[src/rtl/irq_setclr_regs.sv]
module irq_setclr_regs #(
  parameter int AW = 8,
  parameter int DW = 32,
  parameter logic [AW-1:0] BASE = 8'h20,
  parameter int WC_BIT = 1
) (
  input  logic          clk,
  input  logic          rst_n,
  input  logic          wc_pulse,
  input  logic          reg_we,
  input  logic [AW-1:0] reg_addr,
  input  logic [DW-1:0] reg_wdata,
  output logic [DW-1:0] reg_rdata,
  output logic          irq
);
  localparam logic [AW-1:0] A_RAW = BASE;
  localparam logic [AW-1:0] A_ACK = BASE + AW'(4);
  localparam logic [AW-1:0] A_ESET = BASE + AW'(8);
  localparam logic [AW-1:0] A_ECLR = BASE + AW'(12);

  logic stat_q, en_q;
  logic wbit;

  assign wbit = reg_wdata[WC_BIT];

  wire set_stat = reg_we && (reg_addr == A_RAW) && wbit;
  wire clr_stat = reg_we && (reg_addr == A_ACK) && wbit;
  wire set_en   = reg_we && (reg_addr == A_ESET) && wbit;
  wire clr_en   = reg_we && (reg_addr == A_ECLR) && wbit;

  always_ff @(posedge clk) begin
    if (!rst_n) begin
      stat_q <= 1'b0;
      en_q   <= 1'b0;
      irq    <= 1'b0;
    end else begin
      stat_q <= (stat_q && !clr_stat) || set_stat || wc_pulse;
      en_q   <= (en_q || set_en) && !clr_en;
      irq    <= stat_q && en_q;
    end
  end

  always_comb begin
    reg_rdata = '0;
    case (reg_addr)
      A_RAW:          reg_rdata[WC_BIT] = stat_q;
      A_ACK:          reg_rdata[WC_BIT] = stat_q && en_q;
      A_ESET, A_ECLR: reg_rdata[WC_BIT] = en_q;
      default:        reg_rdata = '0;
    endcase
  end
endmodule

[config.mk]
export PLATFORM = sky130hd
export DESIGN_NAME = irq_setclr_regs
export DESIGN_NICKNAME = d
export VERILOG_FILES = /design/src/rtl/irq_setclr_regs.sv
export SDC_FILE = /design/constraint.sdc
export NUM_CORES = 1
export LEC_CHECK = 0
export BUFFER_PORTS_ARGS = -buffer_cell sky130_fd_sc_hd__buf_4
export CORE_MARGIN = 2
export CORE_UTILIZATION = 28
export CTS_BUF_LIST = sky130_fd_sc_hd__clkbuf_4 sky130_fd_sc_hd__clkbuf_8
export DETAILED_ROUTE_END_ITERATION = 8
export PLACE_DENSITY = 0.87
export SYNTH_ARGS = -nofsm -noshare
export SYNTH_HDL_FRONTEND = slang
export SYNTH_SLANG_ARGS = --single-unit
[constraint.sdc]
create_clock -name clk -period 2.2 [get_ports clk]
set_input_delay 0.11 -clock clk [delete_from_list [all_inputs] [get_ports clk]]
set_output_delay 0.11 -clock clk [all_outputs]
set_load 0.03 [all_outputs]
==> results.txt, run 1 <==
DIE WIDTH - 42.3 um
Post-Syn Instances - 52
Total grt overflow - 0
#FFs+latches synth - 3
First-pass GRT wire length - 869 um
Final WL - 660 um
CTS root buf - clkbuf_4
Hold_sp - reg_addr[2]
Slowest CP cell - dfxtp_1
Initial antenna violation count - 0
GRT Total Usage - 0.0694
Hold Path Class - primary input to flop
Status - completed
Yosys top cell by area - buf_4
Post-route DRC - 0
Hold bufs inserted after CTS - 0
Post-placement cell count - 80
Post-DP HPWL - 586 um
Layout cell share with drive strength beyond 1 - 0.275
Synth warnings - 0
I/O pin cnt - 77
Cell area after synthesis - 410 sq um
Total CTS buffers - 3
Core area - 1330 sq um
Initial drt markers - 0
Hold Vio Cnt, Final - 0
Synth top area share - 0.567
Final Skew - 0.00453 ns
Syn Area/Cell - 7.89 sq um
Seq/Total Area, Yosys - 0.146
Setup TNS - 0 ns
Critical path class - flop to primary output
Die height - 42.3 um
WL per Instance - 7.86 um
Worst r2r path cells - 2
CP Capture Type - primary output
Count of cell types in the netlist - 13
CTS H-Tree Depth - 1
IO buf count - 14
Hold Path Depth - 4
Nets@finish - 114
Starting Density - 0.308
Post-CTS Setup Bufs - 0
Worst-Skew Late Latency - 0.23 ns
Power Total - 261 uW
F_max - 0.946 GHz
Vias in the first global route - 228
Sw frac - 0.410
Slowest cell delay on critical path - 0.34 ns
Clock slew at reported path FFs - 0.04 ns
Via Count - 287
Seq pwr share - 0.218
R2r endpoint - stat_q$_SDFF_PN0_
Combinational power share - 0.373
Final std cells w/o fill - 84
Util after Layout - 0.333
Setup crit start kind - flop
ANT cells - 0
Switching power total - 107 uW
Total Die Area - 1790 sq um
Max cap viols - 0
Fin crit share - 0.480
Worst Hold Path EP - en_q$_SDFF_PN0_
Routability cong. - 0.708
Arr. time, crit path - 0.95 ns
Largest net degree at the start of global routing - 6
CTS tree - built
Hold WS - 0.162 ns
Pleak - 0.265 nW
Crit-path max FO - 3
Max IR drop VDD - 0.178 mV
Area delta synth->final - 8.23%
Power Internal - 154 uW
Row Count - 13
Min Tclk post-route - 1.06 ns
Routed Antenna Nets - 0
Power density over the cells - 588 nW/um^2
Number of sinks on the clock net - 3
TritonRoute pass-1 iters - 1
Clock Power Share - 0.409
Critical-path cell list - o21ai_0 > nor2_1 > buf_4
WP data required - 2.09 ns
Post-CTS sizing - 0
Pins Over Slew Limit - 0
Via density - 3.42
FF-to-FF setup slack - 1.52 ns
Crit Reg-Reg Startpoint - stat_q$_SDFF_PN0_
Clock Tree Buf Depth - 2
RSZ-0062 raised after global routing - no
Synth area leaders - buf_4 57%, dfxtp_1 15%, nor4b_4 5.8%, mux2i_1 4.9%, o21ai_0 4.9%
Final setup fails - 0
## how the worst max path moves through the flow
stage	start	to	slack, ns	depth (start not counted)
after global routing	en_q$_SDFF_PN0_	reg_rdata[1]	1.06	3
after floorplan	reg_addr[1]	reg_rdata[1]	1.15	3
after CTS	en_q$_SDFF_PN0_	reg_rdata[1]	1.13	3
after global placement	reg_addr[1]	reg_rdata[1]	1.15	5
after detailed placement	reg_addr[1]	reg_rdata[1]	1.14	5
final	en_q$_SDFF_PN0_	reg_rdata[1]	1.14	3
## power by group through the flow
stage | clock [mW] | sequential [mW] | combinational [mW]
5_1_grt | 0.118 | 0.0572 | 0.103
6_report | 0.107 | 0.0569 | 0.0975
2_1_floorplan | 0 | 0.0574 | 0.118
3_3_place_gp | 0 | 0.0577 | 0.0952
3_5_place_dp | 0 | 0.0578 | 0.0969
4_1_cts | 0.112 | 0.0570 | 0.0970
## cell families after synthesis
kind of cell    count (synthesis)  synth area share
simple gates                   10             0.171
buf+inv                        32             0.576
mux                             2            0.0488
flops                           3             0.146
compound gates                  4            0.0488
other cells                     1           0.00914
## final cells by class
cell class	instances	area, sq um
Clock buffer	4	30.0
Sequential cell	3	60.1
Multi-Input combinational cell	47	226
Inverter	1	3.75
Fill cell	163	890
Timing Repair Buffer	14	105
Tap cell	15	18.8
## cell usage after synthesis
master,instances
dfxtp_1,3
nor4b_4,1
nand2_1,2
and3_1,1
mux2i_1,2
nand4_1,1
nor2_1,3
conb_1,1
o21ai_0,4
inv_1,1
and2_1,1
buf_4,31
nand4b_1,1
## critical path: cells and delay by family, from the launching register on
family,cells,cell delay [ns]
flip-flops,1,0.34
buffers and inverters,1,0.16
AO/OA/AOI/OAI,1,0.10
AND/OR/NAND/NOR,1,0.11
## routing by layer
layer / GRT usage / wire length [um] / vias to the layer above
met2: 0.123 / 379 / 26
met1: 0.0612 / 191 / 122
met3: 0.0129 / 89 / 0
met4: 0.0750 / 0 / 0
li1: - / - / 139
met5: 0 / 0 / -
## state kept, by name, summed over array words and instances, names as in the netlist
signal / flops
stat_q: 1
irq: 1
en_q: 1
## cell usage in the layout (no fill, tap or decap), drive strengths merged
cell,count
conb,31
buf,14
o21ai,4
clkbuf,4
nor2,3
dfxtp,3
mux2i,2
nand2,2
nor4b,1
and3,1
inv,1
and2,1
nand4b,1
nand4,1
## per-stage QoR
step,cell area (sq um),worst slack [ns]
floorplan,523,1.15
global placement,414,1.15
detailed placement,414,1.14
CTS,444,1.13
global route,444,1.06
finish,444,1.14
(Power assumes the default switching activity.)
==> run 2, diff against run 1 <==
--- a/config.mk
+++ b/config.mk
@@ -5,12 +5,13 @@
 export SDC_FILE = /design/constraint.sdc
 export NUM_CORES = 1
 export LEC_CHECK = 0
+export ABC_AREA = 1
 export BUFFER_PORTS_ARGS = -buffer_cell sky130_fd_sc_hd__buf_4
 export CORE_MARGIN = 2
-export CORE_UTILIZATION = 28
+export CORE_UTILIZATION = 29
 export CTS_BUF_LIST = sky130_fd_sc_hd__clkbuf_4 sky130_fd_sc_hd__clkbuf_8
 export DETAILED_ROUTE_END_ITERATION = 8
-export PLACE_DENSITY = 0.87
+export PLACE_DENSITY = 0.83
 export SYNTH_ARGS = -nofsm -noshare
 export SYNTH_HDL_FRONTEND = slang
 export SYNTH_SLANG_ARGS = --single-unit
==> constraint.sdc (replaced) <==
create_clock -name clk -period 1 [get_ports clk]
set_input_delay 0.05 -clock clk [delete_from_list [all_inputs] [get_ports clk]]
set_output_delay 0.05 -clock clk [all_outputs]
set_load 0.03 [all_outputs]
==> run 2 against run 1 <==
  * Critical path depth grew 2
  * The flow now finishes with violations (negative setup slack)
  * Total power up 130%
  * Final cell count increased by 30%
  * Clock power up 120%
  * Sequential power rose by 120%
  * Area after synthesis rose by 17%
  * Global-route usage up 0.14 points
  * Cell area rose by 20%
  * Register-to-register slack got worse by 1.2 ns
  * Worst hold slack worse by 0.10 ns
  * Clock skew down 0.0022 ns
  * Routed wire length grew 17%
==> results.txt, run 2 <==
Most common cell in the netlist - buf_4
Most common cell after layout, fill and taps aside - conb_1
Synth top cells by count - 31 x buf_4, 10 x inv_1, 9 x nor2_1
Initial antenna violation count - 0 (unchanged)
IO buf count - 14 (unchanged)
WP buf/inv - 1 (unchanged)
Largest net degree at the start of global routing - 5 (-1)
Area delta synth->final - 11.0%
Critical-path cell list - nand2_2 > nor3_2 > a21oi_1 > a21oi_2 > buf_6
Die height - 44.7 um (+5.6%)
I/O pin cnt - 77 (unchanged)
Pins Over Slew Limit - 0 (unchanged)
Dpl cell area - 488 sq um (+18%)
ANT cells - 0 (unchanged)
Max cap viols - 0 (unchanged)
GRT Total Usage - 0.0708 (+0.00142)
Number of synthesized flops with an enable pin - 0 (unchanged)
Status - finished with violations
Layout cell share with drive strength beyond 1 - 0.312 (+0.0365)
Cell area after synthesis - 479 sq um (+17%)
Setup crit start kind - flop
TritonRoute pass-1 iters - 2 (+1)
CTS root buf - clkbuf_4
Final WL - 772 um (+17%)
Total grt overflow - 0 (unchanged)
Nets@finish - 138 (+21%)
Worst-Skew Late Latency - 0.23 ns (about the same)
Hold Vio Cnt, Final - 0 (unchanged)
Predominant post-synthesis flop cell - dfxtp_1
Clock slew at reported path FFs - 0.04 ns (about the same)
Fin crit share - 1.14
Total CTS buffers - 3 (unchanged)
Critical Path Source - stat_q$_SDFF_PN0_
WP data required - 0.95 ns (-1.14 ns)
Hold WS - 0.0597 ns (-0.102 ns)
Row Count - 14 (+1)
CTS H-Tree Depth - 1 (unchanged)
Crit Reg-Reg Startpoint - en_q$_SDFF_PN0_
Register area - 62.6 sq um (+4.2%)
CTS tree - built
Core area - 1520 sq um (+14%)
Post-route DRC - 0 (unchanged)
Initial drt markers - 1 (+1)
Slowest cell delay on critical path - 0.33 ns (about the same)
DIE WIDTH - 44.7 um (+5.6%)
Post-DP HPWL - 655 um (+12%)
Synth async-reset ratio - 0 (unchanged)
Yosys top cell by area - buf_4
Via Count - 385 (+34%)
Final instance area - 532 sq um (+20%)
Post-Syn Instances - 76 (+46%)
F_max - 0.878 GHz
WL per Instance - 7.08 um (-9.9%)
Count of cell types in the netlist - 15 (+2)
Failing checks - negative setup slack
RSZ-0062 raised after global routing - yes
Power density over the cells - 1120 nW/um^2 (+91%)
Synth area leaders - buf_4 49%, dfxtp_1 13%, inv_1 7.8%, nor2_1 7.0%, nand3_1 5.2%
Routability cong. - 0.665 (-6.1%)
Seq/Total Area, Yosys - 0.125 (-0.0210)
Hold Path Class - primary input to flop
Final setup fails - 1 (+1)
Arr. time, crit path - 1.09 ns (+0.14 ns)
Commonest cells after routing, fill and taps aside - 31 x conb_1, 13 x buf_4, 10 x inv_1
Starting Density - 0.314 (+0.00676)
Synth warnings - 0 (unchanged)
#FFs+latches synth - 3 (unchanged)
Vias in the first global route - 306 (+34%)
First-pass GRT wire length - 1.08 mm (+24%)
Synth top area share - 0.486 (-0.0814)
Routed Antenna Nets - 0 (unchanged)
Critical path class - flop to primary output
Max IR drop VDD - 0.433 mV (+140%)
Total Die Area - 1990 sq um (+11%)
Largest regs - en_q: 1 flops, irq: 1 flops, stat_q: 1 flops
Clock Tree Buf Depth - 2 (unchanged)
Via density - 3.53 (+3.4%)
Min Tclk post-route - 1.14 ns
Syn Area/Cell - 6.31 sq um (-20%)
Pleak - 0.318 nW (+20%)
Number of sinks on the clock net - 3 (unchanged)
Fin worst setup slack - -0.139 ns (-1.28 ns)
CP Capture Type - primary output
Hold_sp - rst_n
Multi-input gate area - 265 sq um (+17%)
Crit-path max FO - 3 (unchanged)
Final Skew - 0.00234 ns (-0.00220 ns)
Fillcell total - 181 (+11%)
CP top delay family - flip-flops
Slowest CP cell - dfxtp_2
## run 2: cell type report
cell class	count	share of cell area
inverter	12	0.0847
multi-input combinational	60	0.499
timing repair buffer	14	0.205
clock buffer	4	0.0565
tap	16	0.0376
sequential	3	0.118
## run 2: path summary, 6_finish.rpt
check	slack, ns	end	cells after the start
setup / recovery	-0.14	reg_rdata[1]	5
hold / removal	0.06	stat_q$_SDFF_PN0_	3
setup reg to reg	0.34	en_q$_SDFF_PN0_	2
hold reg to reg	0.47	irq$_SDFF_PN0_	2
## run 2: metal layers
layer,track usage,part of all wire,up-vias
met5,0,0,-
met4,0.0545,0,0
met3,0,0.097,0
met2,0.139,0.58,21
met1,0.0681,0.32,167
li1,-,-,197
## run 2: worst register-to-register path, delay by kind of cell, from the launching register on
kind	cells	cell delay [ns]
AND/OR/NAND/NOR	1	0.07
AO/OA/AOI/OAI	1	0.15
flip-flops	1	0.32
## run 2: logic make-up (layout without fill, tap and decap cells)
group	count (synthesis)	in the layout	synth area share
buf+inv	43	30	0.580
compound gates	4	4	0.0444
other cells	1	31	0.00783
flops	3	3	0.125
simple gates	25	25	0.243
## run 2: where the power goes
group / internal [mW] / switching, mW
sequential: 0.124 / 0.00258
clock: 0.176 / 0.0606
combinational: 0.0435 / 0.191
## run 2: repair_timing
action                                  CTS  global route
buffers inserted                          0             0
gates resized for setup                   5             0
endpoints found under the setup margin    1             1
hold buffers                              0             0
## run 2: metrics by stage
stage	setup TNS (ns)	std cells	setup slack (ns)	util	power, mW
detailed placement	0	105	0.0511	0.320	0.358
CTS	-0.130	109	-0.130	0.349	0.603
global placement	0	105	0.0589	0.320	0.356
floorplan	0	106	0.0483	-	0.406
finish	-0.139	109	-0.139	0.349	0.598
global route	-0.207	109	-0.207	0.349	0.626
==> run 3, diff against run 2 <==
--- a/config.mk
+++ b/config.mk
@@ -11,7 +11,8 @@
 export CORE_UTILIZATION = 29
 export CTS_BUF_LIST = sky130_fd_sc_hd__clkbuf_4 sky130_fd_sc_hd__clkbuf_8
 export DETAILED_ROUTE_END_ITERATION = 8
-export PLACE_DENSITY = 0.83
+export HOLD_SLACK_MARGIN = 0.15
+export PLACE_DENSITY = 0.82
 export SYNTH_ARGS = -nofsm -noshare
 export SYNTH_HDL_FRONTEND = slang
 export SYNTH_SLANG_ARGS = --single-unit
==> constraint.sdc (replaced) <==
create_clock -name clk -period 1 [get_ports clk]
set_input_delay 0.05 -clock clk [delete_from_list [all_inputs] [get_ports clk]]
set_output_delay 0.05 -clock clk [all_outputs]
set_load 0.005 [all_outputs]
==> run 3 against run 2 <==
  * The flow still finishes with violations (negative setup slack)
  * Sequential share of layout area fell by 0.43 points
  * Combinational power fell by 49%
  * Clock power fell by 3%
  * Worst setup slack got worse by 0.038 ns
  * Clock-buffer cell count did not move
  * First-iteration DRC count rose to 5.0 times the previous value
  * Utilization rose by 1.3 points
  * Die area did not move
  * Total power fell by 20%
  * Sequential power barely moved
  * Cell area rose by 3.8%
  * Worst hold slack improved by 0.14 ns
  * Critical path type unchanged
  * Highest routed layer is now met4
==> results.txt, run 3 (synthesis gave the netlist of run 2 again) <==
Die height - 44.7 um (unchanged)
Fin crit share - 1.18 (+0.0382)
Arr. time, crit path - 1.13 ns (+0.04 ns)
Core area - 1520 sq um (unchanged)
Routed Antenna Nets - 0 (unchanged)
Via density - 3.51 (-0.66%)
CTS tree - built
Largest regs - en_q: 1 flops, irq: 1 flops, stat_q: 1 flops
Final Skew - 0.00185 ns (-0.000492 ns)
Starting Density - 0.314 (unchanged)
Max IR drop VDD - 0.378 mV (-13%)
F_max - 0.850 GHz (-3.2%)
Clock slew at reported path FFs - 0.04 ns (about the same)
Number of sinks on the clock net - 3 (unchanged)
TritonRoute pass-1 iters - 4 (+2)
Failing checks - negative setup slack
Post-route DRC - 0 (unchanged)
Hold Vio Cnt, Final - 0 (unchanged)
Final std cells w/o fill - 112 (+2.8%)
Top cell by count, worst path - a21oi_1
Pleak - 0.331 nW (+4.0%)
Vias in the first global route - 297 (-2.9%)
Pre-CTS WS - -0.0227 ns (-0.0738 ns)
Status - finished with violations
Area delta synth->final - 15.1%
Worst Hold Path EP - en_q$_SDFF_PN0_
Largest net degree at the start of global routing - 5 (unchanged)
Worst-Skew Late Latency - 0.22 ns (about the same)
Crit-path max FO - 2 (-1)
Hold Path Class - primary input to flop
WP buf/inv - 1 (unchanged)
Power Total - 476 uW (-20%)
CTS H-Tree Depth - 1 (unchanged)
Hold_sp - reg_addr[0]
Critical-path cell list - nand2_2 > nor3_2 > a21oi_1 > a21oi_1 > buf_4
Post-DP HPWL - 712 um (+8.8%)
WL per Instance - 7.24 um (+2.2%)
WP data required - 0.95 ns (about the same)
Layout cell share with drive strength beyond 1 - 0.302 (-0.00974)
Clock Tree Buf Depth - 2 (unchanged)
Slowest CP cell - dfxtp_2
Power density over the cells - 863 nW/um^2 (-23%)
Final instance area - 552 sq um (+3.8%)
Total CTS buffers - 3 (unchanged)
Min Tclk post-route - 1.18 ns (+0.0382 ns)
Commonest cells after routing, fill and taps aside - 31 x conb_1, 15 x buf_4, 10 x inv_1
Most common cell after layout, fill and taps aside - conb_1
Setup crit start kind - flop
Initial drt markers - 5 (+4)
Total Die Area - 1990 sq um (unchanged)
CP Capture Type - primary output
FF-to-FF setup slack - 0.24 ns (-0.10 ns)
CTS root buf - clkbuf_4
Pins Over Slew Limit - 0 (unchanged)
Row Count - 14 (unchanged)
Routability cong. - 0.781 (+17%)
ANT cells - 0 (unchanged)
Final WL - 811 um (+5.1%)
Dpl cell area - 484 sq um (-0.77%)
Slowest cell delay on critical path - 0.34 ns (about the same)
RSZ-0062 raised after global routing - yes
DIE WIDTH - 44.7 um (unchanged)
IO buf count - 14 (unchanged)
Post-placement cell count - 105 (unchanged)
Initial antenna violation count - 0 (unchanged)
Worst r2r path cells - 5 (+3)
Critical path class - flop to primary output
I/O pin cnt - 77 (unchanged)
Final setup fails - 1 (unchanged)
GRT Total Usage - 0.0683 (-0.00250)
Via Count - 393 (+2.1%)
First-pass GRT wire length - 1.01 mm (-6.4%)
Max cap viols - 0 (unchanged)
R2r endpoint - stat_q$_SDFF_PN0_
Total grt overflow - 0 (unchanged)
CP top delay family - flip-flops
Fin worst setup slack - -0.177 ns (-0.0382 ns)
Hold Path Depth - 5 (+2)
Crit Reg-Reg Startpoint - stat_q$_SDFF_PN0_
Nets@finish - 141 (+2.2%)
## run 3: cell types whose count changed in the layout (fill, tap and decap cells not counted)
cell and change:
buf_4 +2, a21oi_1 +1, dlygate4sd3_1 +2, buf_6 -1, a21oi_2 -1
## run 3: power by group
group          internal (mW)  switching (mW)  leakage (nW)  total (mW)
sequential             0.124         0.00275        0.0252       0.127
combinational         0.0518          0.0682         0.288       0.120
clock                  0.176          0.0534        0.0184       0.229
## run 3: how the worst max path moves through the flow
stage               slack, ns              start           end  cells past startpoint
floorplan                0.25  stat_q$_SDFF_PN0_  reg_rdata[1]                      4
global placement         0.09  stat_q$_SDFF_PN0_  reg_rdata[1]                      5
detailed placement      -0.02  stat_q$_SDFF_PN0_  reg_rdata[1]                      5
CTS                     -0.18  stat_q$_SDFF_PN0_  reg_rdata[1]                      5
global route            -0.22    en_q$_SDFF_PN0_  reg_rdata[1]                      5
finish                  -0.18  stat_q$_SDFF_PN0_  reg_rdata[1]                      5
## run 3: area by class of cell
cell class	instances	area (sq um)
multi-input combinational	60	262
timing repair buffer	17	133
clock buffer	4	30.0
fill	166	972
inverter	12	45.0
sequential	3	62.6
tap	16	20.0
## run 3: worst min-delay path, stage by stage
cell and delay (ns):
buf_4 0.09, nor2_2 0.04, nand3_1 0.07, o21ai_1 0.06, nor2_1 0.07
## run 3: per-layer routing
metal / global-route usage / vias to the layer above / part of all wire
li1: - / 205 / -
met5: 0 / - / 0
met1: 0.0560 / 160 / 0.31
met3: 0.0163 / 2 / 0.10
met2: 0.142 / 26 / 0.56
met4: 0.0364 / 0 / 0.017
## run 3: through the flow
stage / hold slack, ns / utilization / setup TNS [ns]
2_1_floorplan: 0.184 / - / 0
3_3_place_gp: 0.291 / 0.318 / 0
3_5_place_dp: 0.304 / 0.318 / -0.0227
4_1_cts: 0.183 / 0.362 / -0.180
5_1_grt: 0.200 / 0.362 / -0.216
6_report: 0.196 / 0.362 / -0.177
## run 3: timing repair
item                                    CTS  global route
endpoints found under the hold margin     3             0
gates resized for setup                   4             0
buffers inserted                          1             0
pin swaps                                 1             1
hold buffers                              2             0
endpoints found under the setup margin    1             1
